--- src/rtl/wdt_pkg.sv ---
package wdt_pkg;

  typedef enum logic [1:0] {
    LOCK_NONE = 2'b00,
    LOCK_GPIO = 2'b01,
    LOCK_HARD = 2'b10,
    LOCK_RSVD = 2'b11
  } lock_mode_e;

  typedef struct packed {
    lock_mode_e mode;
    logic       disc_en;
  } cfg_t;

  localparam int unsigned A_CFG    = 0;
  localparam int unsigned A_CTRL   = 1;
  localparam int unsigned A_KICK   = 2;
  localparam int unsigned A_RELOAD = 3;

  localparam logic [7:0] CFG_MASK  = 8'h32;
  localparam logic [7:0] CFG_RESET = 8'h12;

endpackage

--- src/rtl/wdt_regs.sv ---
module wdt_regs import wdt_pkg::*; #(
  parameter int ADDR_W = 4,
  parameter int CNT_W  = 16,
  parameter logic [CNT_W-1:0] RELOAD_DEF = '1,
  parameter logic [CNT_W-1:0] THRESH_DEF = CNT_W'(256)
) (
  input  logic              clk,
  input  logic              rst,
  input  logic              we,
  input  logic [ADDR_W-1:0] addr,
  input  logic [7:0]        wdata,
  input  logic              running,
  output cfg_t              cfg,
  output logic [CNT_W-1:0]  reload,
  output logic [CNT_W-1:0]  thresh,
  output logic [7:0]        rdata
);

  localparam int NB       = CNT_W / 8;
  localparam int THR_BASE = A_RELOAD + NB;

  logic [7:0]         cfg_q;
  logic [NB-1:0][7:0] rld_q;
  logic [NB-1:0][7:0] thr_q;
  logic               cfg_wr;
  logic [7:0]         rd_next;

  // configuration is frozen while the counter runs
  assign cfg_wr = we && (addr == ADDR_W'(A_CFG)) && !running;

  always_ff @(posedge clk) begin
    if (rst) begin
      cfg_q <= CFG_RESET;
    end else if (cfg_wr) begin
      cfg_q <= wdata & CFG_MASK;
    end
  end

  assign cfg.mode    = lock_mode_e'(cfg_q[5:4]);
  assign cfg.disc_en = cfg_q[1];

  for (genvar b = 0; b < NB; b++) begin : g_byte
    logic [7:0] rld_b;
    logic [7:0] thr_b;
    always_ff @(posedge clk) begin
      if (rst) begin
        rld_b <= RELOAD_DEF[b*8 +: 8];
        thr_b <= THRESH_DEF[b*8 +: 8];
      end else if (we) begin
        if (addr == ADDR_W'(A_RELOAD + b)) rld_b <= wdata;
        if (addr == ADDR_W'(THR_BASE + b)) thr_b <= wdata;
      end
    end
    assign rld_q[b] = rld_b;
    assign thr_q[b] = thr_b;
  end

  assign reload = rld_q;
  assign thresh = thr_q;

  always_comb begin
    rd_next = 8'h00;
    if (addr == ADDR_W'(A_CFG))  rd_next = cfg_q;
    if (addr == ADDR_W'(A_CTRL)) rd_next = {7'b0, running};
    for (int b = 0; b < NB; b++) begin
      if (addr == ADDR_W'(A_RELOAD + b)) rd_next = rld_q[b];
      if (addr == ADDR_W'(THR_BASE + b)) rd_next = thr_q[b];
    end
  end

  always_ff @(posedge clk) begin
    if (rst) rdata <= 8'h00;
    else     rdata <= rd_next;
  end

  // reserved configuration bits never read back as one
  assert_rsvd_zero_R1: assert property (@(posedge clk) disable iff (rst)
    ($past(addr) == ADDR_W'(A_CFG)) |-> ((rdata & ~CFG_MASK) == 8'h00))
    else $error("reserved configuration bit read as one");

  // configuration holds its value across a running cycle
  assert_cfg_lock_R2: assert property (@(posedge clk) disable iff (rst)
    running |=> $stable(cfg_q))
    else $error("configuration changed while running");

endmodule

--- src/rtl/wdt_interlock.sv ---
module wdt_interlock import wdt_pkg::*; (
  input  lock_mode_e mode,
  input  logic       perm,
  output logic       allow
);

  always_comb begin
    unique case (mode)
      LOCK_NONE: allow = 1'b1;
      LOCK_GPIO: allow = perm;
      default:   allow = 1'b0;   // hard lock and the reserved code
    endcase
  end

endmodule

--- src/rtl/wdt_counter.sv ---
module wdt_counter #(
  parameter int CNT_W = 16
) (
  input  logic             clk,
  input  logic             rst,
  input  logic             start,
  input  logic             stop_ok,
  input  logic             kick,
  input  logic             disc_en,
  input  logic [CNT_W-1:0] reload,
  input  logic [CNT_W-1:0] thresh,
  output logic             running,
  output logic             warn,
  output logic             disc,
  output logic             timeout
);

  logic [CNT_W-1:0] cnt_q;

  always_ff @(posedge clk) begin
    if (rst) begin
      running <= 1'b0;
      cnt_q   <= '0;
      warn    <= 1'b0;
      disc    <= 1'b0;
      timeout <= 1'b0;
    end else begin
      timeout <= 1'b0;
      if (!running) begin
        if (start) begin
          running <= 1'b1;
          cnt_q   <= reload;
          warn    <= 1'b0;
          disc    <= 1'b0;
        end
      end else if (stop_ok) begin
        running <= 1'b0;
        warn    <= 1'b0;
        disc    <= 1'b0;
      end else if (kick) begin
        cnt_q <= reload;
        warn  <= 1'b0;
        disc  <= 1'b0;
      end else if (cnt_q == '0) begin
        timeout <= 1'b1;
        cnt_q   <= reload;
        warn    <= 1'b0;
        disc    <= 1'b0;
      end else begin
        cnt_q <= cnt_q - CNT_W'(1);
        if (cnt_q == thresh) begin
          warn <= 1'b1;
          disc <= disc_en;
        end
      end
    end
  end

  // a timeout request only comes from a running watchdog
  assert_timeout_running_R7: assert property (@(posedge clk) disable iff (rst)
    timeout |-> running)
    else $error("timeout while stopped");

  // the discrete never leads the warning
  assert_disc_warn_R8: assert property (@(posedge clk) disable iff (rst)
    disc |-> warn)
    else $error("discrete without warning");

  // a service write leaves neither warning nor timeout behind
  assert_kick_clears_R9: assert property (@(posedge clk) disable iff (rst)
    (running && kick && !stop_ok) |=> (!warn && !timeout))
    else $error("kick did not clear warning stage");

  // the warning is dropped whenever the watchdog is stopped
  assert_warn_run_R10: assert property (@(posedge clk) disable iff (rst)
    warn |-> running)
    else $error("warning while stopped");

endmodule

--- src/rtl/wdt_ctl.sv ---
module wdt_ctl import wdt_pkg::*; #(
  parameter int ADDR_W = 4,
  parameter int CNT_W  = 16,
  parameter logic [CNT_W-1:0] RELOAD_DEF = '1,
  parameter logic [CNT_W-1:0] THRESH_DEF = CNT_W'(256)
) (
  input  logic              clk,
  input  logic              rst,
  input  logic              reg_we,
  input  logic [ADDR_W-1:0] reg_addr,
  input  logic [7:0]        reg_wdata,
  output logic [7:0]        reg_rdata,
  input  logic              perm_in,
  output logic              warn_out,
  output logic              discrete_out,
  output logic              reset_req
);

  cfg_t             cfg;
  logic [CNT_W-1:0] reload;
  logic [CNT_W-1:0] thresh;
  logic             running;
  logic             ctrl_wr;
  logic             start;
  logic             stop_req;
  logic             stop_ok;
  logic             allow;
  logic             kick;

  assign ctrl_wr  = reg_we && (reg_addr == ADDR_W'(A_CTRL));
  assign start    = ctrl_wr && reg_wdata[0];
  assign stop_req = ctrl_wr && !reg_wdata[0];
  assign stop_ok  = stop_req && allow;
  assign kick     = reg_we && (reg_addr == ADDR_W'(A_KICK));

  wdt_regs #(
    .ADDR_W(ADDR_W), .CNT_W(CNT_W),
    .RELOAD_DEF(RELOAD_DEF), .THRESH_DEF(THRESH_DEF)
  ) u_regs (
    .clk(clk), .rst(rst), .we(reg_we), .addr(reg_addr), .wdata(reg_wdata),
    .running(running), .cfg(cfg), .reload(reload), .thresh(thresh),
    .rdata(reg_rdata)
  );

  wdt_interlock u_lock (
    .mode(cfg.mode), .perm(perm_in), .allow(allow)
  );

  wdt_counter #(.CNT_W(CNT_W)) u_cnt (
    .clk(clk), .rst(rst), .start(start), .stop_ok(stop_ok), .kick(kick),
    .disc_en(cfg.disc_en), .reload(reload), .thresh(thresh),
    .running(running), .warn(warn_out), .disc(discrete_out),
    .timeout(reset_req)
  );

  // free mode obeys a stop write
  assert_free_stop_R3: assert property (@(posedge clk) disable iff (rst)
    (running && cfg.mode == LOCK_NONE && stop_req) |=> !running)
    else $error("stop refused in free mode");

  // permission-gated mode keeps running while permission is low
  assert_gpio_gate_R4: assert property (@(posedge clk) disable iff (rst)
    (running && cfg.mode == LOCK_GPIO && !perm_in) |=> running)
    else $error("stopped without permission");

  // hard and reserved codes never stop once running
  assert_hard_lock_R5: assert property (@(posedge clk) disable iff (rst)
    (running && cfg.mode[1]) |=> running)
    else $error("hard-locked watchdog stopped");

endmodule

--- config.mk ---
export PLATFORM = sky130hd
export DESIGN_NAME = wdt_ctl
export DESIGN_NICKNAME = d
export VERILOG_FILES = /design/src/rtl/wdt_pkg.sv /design/src/rtl/wdt_regs.sv /design/src/rtl/wdt_interlock.sv /design/src/rtl/wdt_counter.sv /design/src/rtl/wdt_ctl.sv
export SDC_FILE = /design/constraint.sdc
export NUM_CORES = 1
export LEC_CHECK = 0
export ABC_AREA = 1
export BUFFER_PORTS_ARGS = -buffer_cell sky130_fd_sc_hd__buf_2
export CORE_MARGIN = 5
export CORE_UTILIZATION = 54
export CTS_CLUSTER_DIAMETER = 30
export CTS_CLUSTER_SIZE = 8
export DETAILED_ROUTE_END_ITERATION = 8
export GPL_ROUTABILITY_DRIVEN = 0
export GPL_TIMING_DRIVEN = 1
export PLACE_DENSITY = 0.75
export SLEW_MARGIN = 20
export SYNTH_ARGS = -nofsm -noshare
export SYNTH_HDL_FRONTEND = slang
export SYNTH_SLANG_ARGS = --single-unit
--- constraint.sdc ---
create_clock -name clk -period 1.4 [get_ports clk]
set_input_delay 0.21 -clock clk [delete_from_list [all_inputs] [get_ports clk]]
set_output_delay 0.21 -clock clk [all_outputs]
set_load 0.01 [all_outputs]
# After elaboration in Yosys (flattened, before gate mapping)
# Cells that the tools add are included.
# word_totals
regBits,63
latch_bits,0
mem_bits_rw,0
mem_bits_ro,0
input_bits,16
output_inout_bits,11
wordCells,70
n_memories,0
# classes
n_addsub,1
multipliers,0
div_mod_pow,0
order_cmp,0
n_eq_ne,10
shift,0
n_mux,27
bitwise,1
n_reduce_logical,20
# ops
cell,count
$mux W16,5
$mux W8,4
$eq A16 B16 Y1,1
$logic_not A16 Y1,1
$sub A16 B1 Y16 const B,1
$mux W1,15
$eq A4 B3 Y1 const B,3
$mux W6,2
$reduce_and A2 Y1,6
$eq A4 B2 Y1 const B,2
$logic_and A1 B1 Y1,7
$ne A5 B5 Y1 const B,1
$eq A4 B1 Y1 const B,1
$logic_not A4 Y1,1
$reduce_or A4 Y1,1
$eq A2 B1 Y1 const B,1
$logic_not A1 Y1,2
$logic_not A2 Y1,1
$ne A2 B2 Y1 const B,1
$pmux W1 S2,1
$reduce_bool A2 Y1,1
$not A1 Y1,1

# Depth between registers and ports, before layout
# logic_depth
ltp_word,7
ltp_mapped,12
mapped_depth_nobuf,12

# By module
# From an unflattened synthesis, not the netlist that was laid out.
# unflattened
cells_unflattened,560
hier_area_um2,3575.9
# by_module_without_submodules
mod,n_inst,cells_each,area_per_inst_um2,seq_area_each_um2
wdt_regs,1,256,1825.5,860.8
wdt_counter,1,291,1679.1,400.4
wdt_ctl,1,11,58.8,0.0
wdt_interlock,1,2,12.5,0.0

# Least setup slack after synthesis
# No wires, ideal clock.
# synth_timing
path_type,register -> register
from,reg u_cnt.cnt_q[0]
to,reg u_cnt.cnt_q[1]
setup_ps,124
arrival_time_ps,1380
t_required_ps,1276
slack_ps,-104
stages_incl_launch_ff,11
n_path_buf,1
period_less_slack_ps,1504
path_cell_list,dfxtp_1 > inv_1 > ha_1 > nand2_1 > nor2_1 > nand2_2 > nand3_4 > inv_4 > buf_6 > o21ai_1 > o22ai_2
# synth_via
elab_chain_len,5
word_cells_on_any_way,6
cone_classes,1 x add/sub; 4 x mux; 1 x reduce/logical
# synth_lines
element,line,text
from (decl),wdt_counter.sv:18,logic [CNT_W-1:0] cnt_q;
from (signal assigned),wdt_counter.sv:32,cnt_q <= reload;
from (signal assigned),wdt_counter.sv:41,cnt_q <= reload;
from (signal assigned),wdt_counter.sv:46,cnt_q <= reload;
$sub A16 B1 Y16 / $logic_not A16 Y1 (equally long branches),"wdt_counter.sv:50, wdt_counter.sv:44",
$mux W16 (*),wdt_counter.sv:44,end else if (cnt_q == '0) begin
$mux W16 (*),wdt_counter.sv:40,end else if (kick) begin
$mux W16 (*),wdt_counter.sv:36,end else if (stop_ok) begin
$mux W16 (*),wdt_counter.sv:29,if (!running) begin
# Mark *: on every way between the ends. The rest lies on a longest branch, timed or not. The select of a mux whose other input is x is not followed.
# A chain may end at the register's enable or synchronous reset.

# Worst setup path in the final report
# layout_timing
from,reg u_cnt.cnt_q[1]
to,reg u_cnt.cnt_q[6]
# The elaborated chain is that of the path after synthesis.

==> flow_summary_export.csv <==
group,metric,value,unit
critical_path,crit_top_cell,"nand2_2",
synthesis,syn_area,0.00340,mm^2
min_path,min_path_type,"input pin to register",
critical_path,crit_chain,"inv_4, ha_4, nand2_2, nor2_2, nand2_2, nand3_4, buf_12, inv_8, nand2_1, o21ai_2, o22ai_2",
die,dieArea,0.00799,mm^2
drt,post-route-drc-count,0,
timing,fin_ws,-0.153,ns
synthesis,seq_area_frac_synth,0.371,
place,portBuffers,26,
die,die_h,89.4,um
finish,utilization,0.726,
place,dp_slack,-0.145,ns
drt,drtAntennaViolNets,0,
critical_path,cpPeakStageDelay,0.37,ns
critical_path,crit_fanout,9,
power_and_ir_drop,p_leak,0.00216,uW
finish,finalNonFillerCells,695,
synthesis,ys_async_sr_fraction,0,
finish,final_layout_size_suffix_gt1_frac,0.303,
outcome,failed_checks,"negative setup slack",
timing,finalSetupViolCount,18,
timing,slew-limit-headroom,0.706,
place,dp_cells,672,
die,core_area,0.00624,mm^2
die,chipWidth,89.4,um
timing,slew_viol_final,0,
synthesis,yosys.area.top_type_share,0.371,
synthesis,synth-xor-area-share,0.0206,
synthesis,synth-edff-count,0,
place,hpwl,7790,um
synthesis,syn-num-nets,537,
drt,wl,11200,um
critical_path,cp-startpoint,"u_cnt.cnt_q[1]$_SDFFE_PP0P_",
synthesis,syn_avg_cell_area,6.55,um^2
synthesis,synthTopCellsByCount,"171 x nand2_1, 63 x dfxtp_1, 62 x inv_1",
power_and_ir_drop,power_density,982,mW/mm^2
synthesis,synthCells,519,
drt,wl_per_cell,16.1,um
critical_path,cp-start-kind,"register",
critical_path,worst-path-buf-inv,3,
die,num_rows,29,
critical_path,rr_worst_depth,11,
timing,tightestPinTransition,0.440,ns
synthesis,yosys-top-cells-area,"dfxtp_1 37%, nand2_1 19%, inv_1 6.8%",
synthesis,synth_top_family_by_area,"simple AND/OR/NAND/NOR gates",
timing,finalWorstPathRequiredPeriod,1.55,ns
finish,nets,631,
critical_path,crit_slowest_cell,"dfxtp_4",
critical_path,crit_required,1.64,ns
global_route,antenna_found_initial,0,
critical_path,crit_cells,11,
critical_path,cp-end-kind,"register",
global_route,grt_use_total,0.291,
synthesis,synth-compound-area-share,0.175,
timing,post-route-period-util,1.11,
clock_tree,clk_pin_slew_worst_paths,0.08,ns
clock_tree,clock_sinks,63,
timing,finalHoldViolations,0,
critical_path,cp.arrival,1.79,ns
finish,n_fill_cell,510,
finish,antenna_cells,0,
global_route,grt_pass1_wl,17400,um
critical_path,worstSetupPathType,"register to register",
critical_path,regToRegEndpoint,"u_cnt.cnt_q[6]$_SDFFE_PP0P_",
synthesis,synthFlopType,"dfxtp_1",
die,start_util,0.545,
critical_path,critical_path.top_delay_family,"simple AND/OR/NAND/NOR gates",
timing,rsz0062_at_grt,"true",
power_and_ir_drop,peakVddDrop,0.790,mV
synthesis,ys_seq_elements,63,
synthesis,synth.most_common_cell,"nand2_1",
critical_path,cp-endpoint,"u_cnt.cnt_q[6]$_SDFFE_PP0P_",
clock_tree,insertion_delay,0.36,ns
synthesis,synth_fa_ha_area_frac,0.00736,
clock_tree,htree_levels,3,
critical_path,r2r_slack,-0.15,ns
outcome,outcome,"complete, but fails checks",
drt,drt-pass1-iter-count,7,
synthesis,synth.mux.area_fraction,0,
global_route,grt-ovfl-total,0,
synthesis,synth_top_cell_by_area,"dfxtp_1",
timing,finalSetupTns,-1.97,ns
clock_tree,numCtsBuffers,9,
synthesis,synth-simple-area-share,0.330,
synthesis,ys_warn_count,0,
critical_path,r2r-start,"u_cnt.cnt_q[1]$_SDFFE_PP0P_",
drt,viasPerCell,5.60,
clock_tree,cts_root_buffer,"clkbuf_8",
clock_tree,cts_tree,"built",
finish,syn_to_final_growth,33.1,%
timing,clock_skew,0.0106,ns
drt,drtIter0Drc,398,
global_route,first_global_vias,3691,
clock_tree,clk_path_buf_depth,2,
timing,clock.fmax,644,MHz
global_route,grt_max_degree,23,
die,top_level_ports,27,
synthesis,synth.distinct_cells,36,
job,cap_violations,0,
drt,vias,3890,
## power breakdown
part | internal [uW] | switching (uW) | total, uW
logic | 301 | 464 | 765
clock network | 1000 | 806 | 1810
registers | 1830 | 36.1 | 1870
total | 3140 | 1310 | 4450
## per-stage QoR
stage	hold WS [ns]	instance area, um^2	total power (uW)
final	0.110	4530	4450
after floorplan	0.295	3420	2260
after CTS	0.110	4380	4370
after global placement	0.462	4050	2540
after detailed placement	0.458	4050	2550
after global routing	0.132	4530	4610
## final cells by class
type / count / area, um^2 / area share
multi-input cells: 376 / 1970 / 0.435
flip-flops and latches: 63 / 1280 / 0.282
repair buffers: 91 / 658 / 0.145
inverters: 70 / 283 / 0.0624
clock buffers: 9 / 124 / 0.0274
clock inverters: 7 / 97.6 / 0.0216
well taps: 77 / 96.3 / 0.0213
repair inverters: 2 / 20.0 / 0.00442
## how the worst min path moves through the flow
stage | from | end | slack, ns | depth (start not counted)
floorplan | rst | u_cnt.running$_SDFF_PP0_ | 0.29 | 1
global placement | u_cnt.warn$_SDFFE_PP0P_ | u_cnt.warn$_SDFFE_PP0P_ | 0.46 | 2
detailed placement | u_cnt.disc$_SDFFE_PP0P_ | u_cnt.disc$_SDFFE_PP0P_ | 0.46 | 2
CTS | reg_wdata[7] | u_regs.g_byte[1].rld_b[7]$_SDFFE_PP1P_ | 0.11 | 3
global route | reg_wdata[7] | u_regs.g_byte[1].rld_b[7]$_SDFFE_PP1P_ | 0.13 | 3
finish | reg_wdata[7] | u_regs.g_byte[1].rld_b[7]$_SDFFE_PP1P_ | 0.11 | 3
## cell families (layout without fill, tap and decap cells)
group                    Yosys count  in the layout
AND/OR/NAND/NOR                  266            267
AO/OA/AOI/OAI                     99             99
XOR/XNOR                           8              8
buffers and inverters             81            179
adder cells (fa/ha/maj)            2              2
flip-flops                        63             63
## registers in the layout, summed over array words and instances, names as in the netlist
name and flops:
u_cnt.disc 1, u_regs.g_byte.rld_b 16, u_cnt.running 1, u_cnt.cnt_q 16, u_regs.rdata 8, u_cnt.timeout 1
u_regs.cfg_q 3, u_regs.g_byte.thr_b 16, u_cnt.warn 1
## timing repair
item	4_1_cts	5_1_grt
cloned	1	2
endpoints found under the setup margin	18	19
buffers inserted	2	2
pin swaps	4	11
gates resized for setup	26	32
hold buffers	0	0
endpoints found under the hold margin	0	0
## metal layers
layer	GRT usage	vias to the layer above	part of all wire
met5	0	-	0
met2	0.483	220	0.46
met3	0.0507	68	0.080
met4	0.166	0	0.060
li1	-	1857	-
met1	0.353	1745	0.40
## cell usage in the layout (no fill, tap or decap), drive strengths merged, types with 8 or more instances in the layout
| master | count |
|---|---|
| nand2 | 175 |
| buf | 91 |
| inv | 69 |
| dfxtp | 63 |
| nor2 | 50 |
| o21ai | 41 |
| a21oi | 35 |
| nand3 | 31 |
| clkbuf | 9 |
| o211ai | 9 |
| o22ai | 8 |
## worst min-delay path, delay by kind of cell
kind,cells,cell delay [ns]
AND/OR/NAND/NOR,2,0.11
buffers and inverters,1,0.12
(Power assumes the default switching activity.)
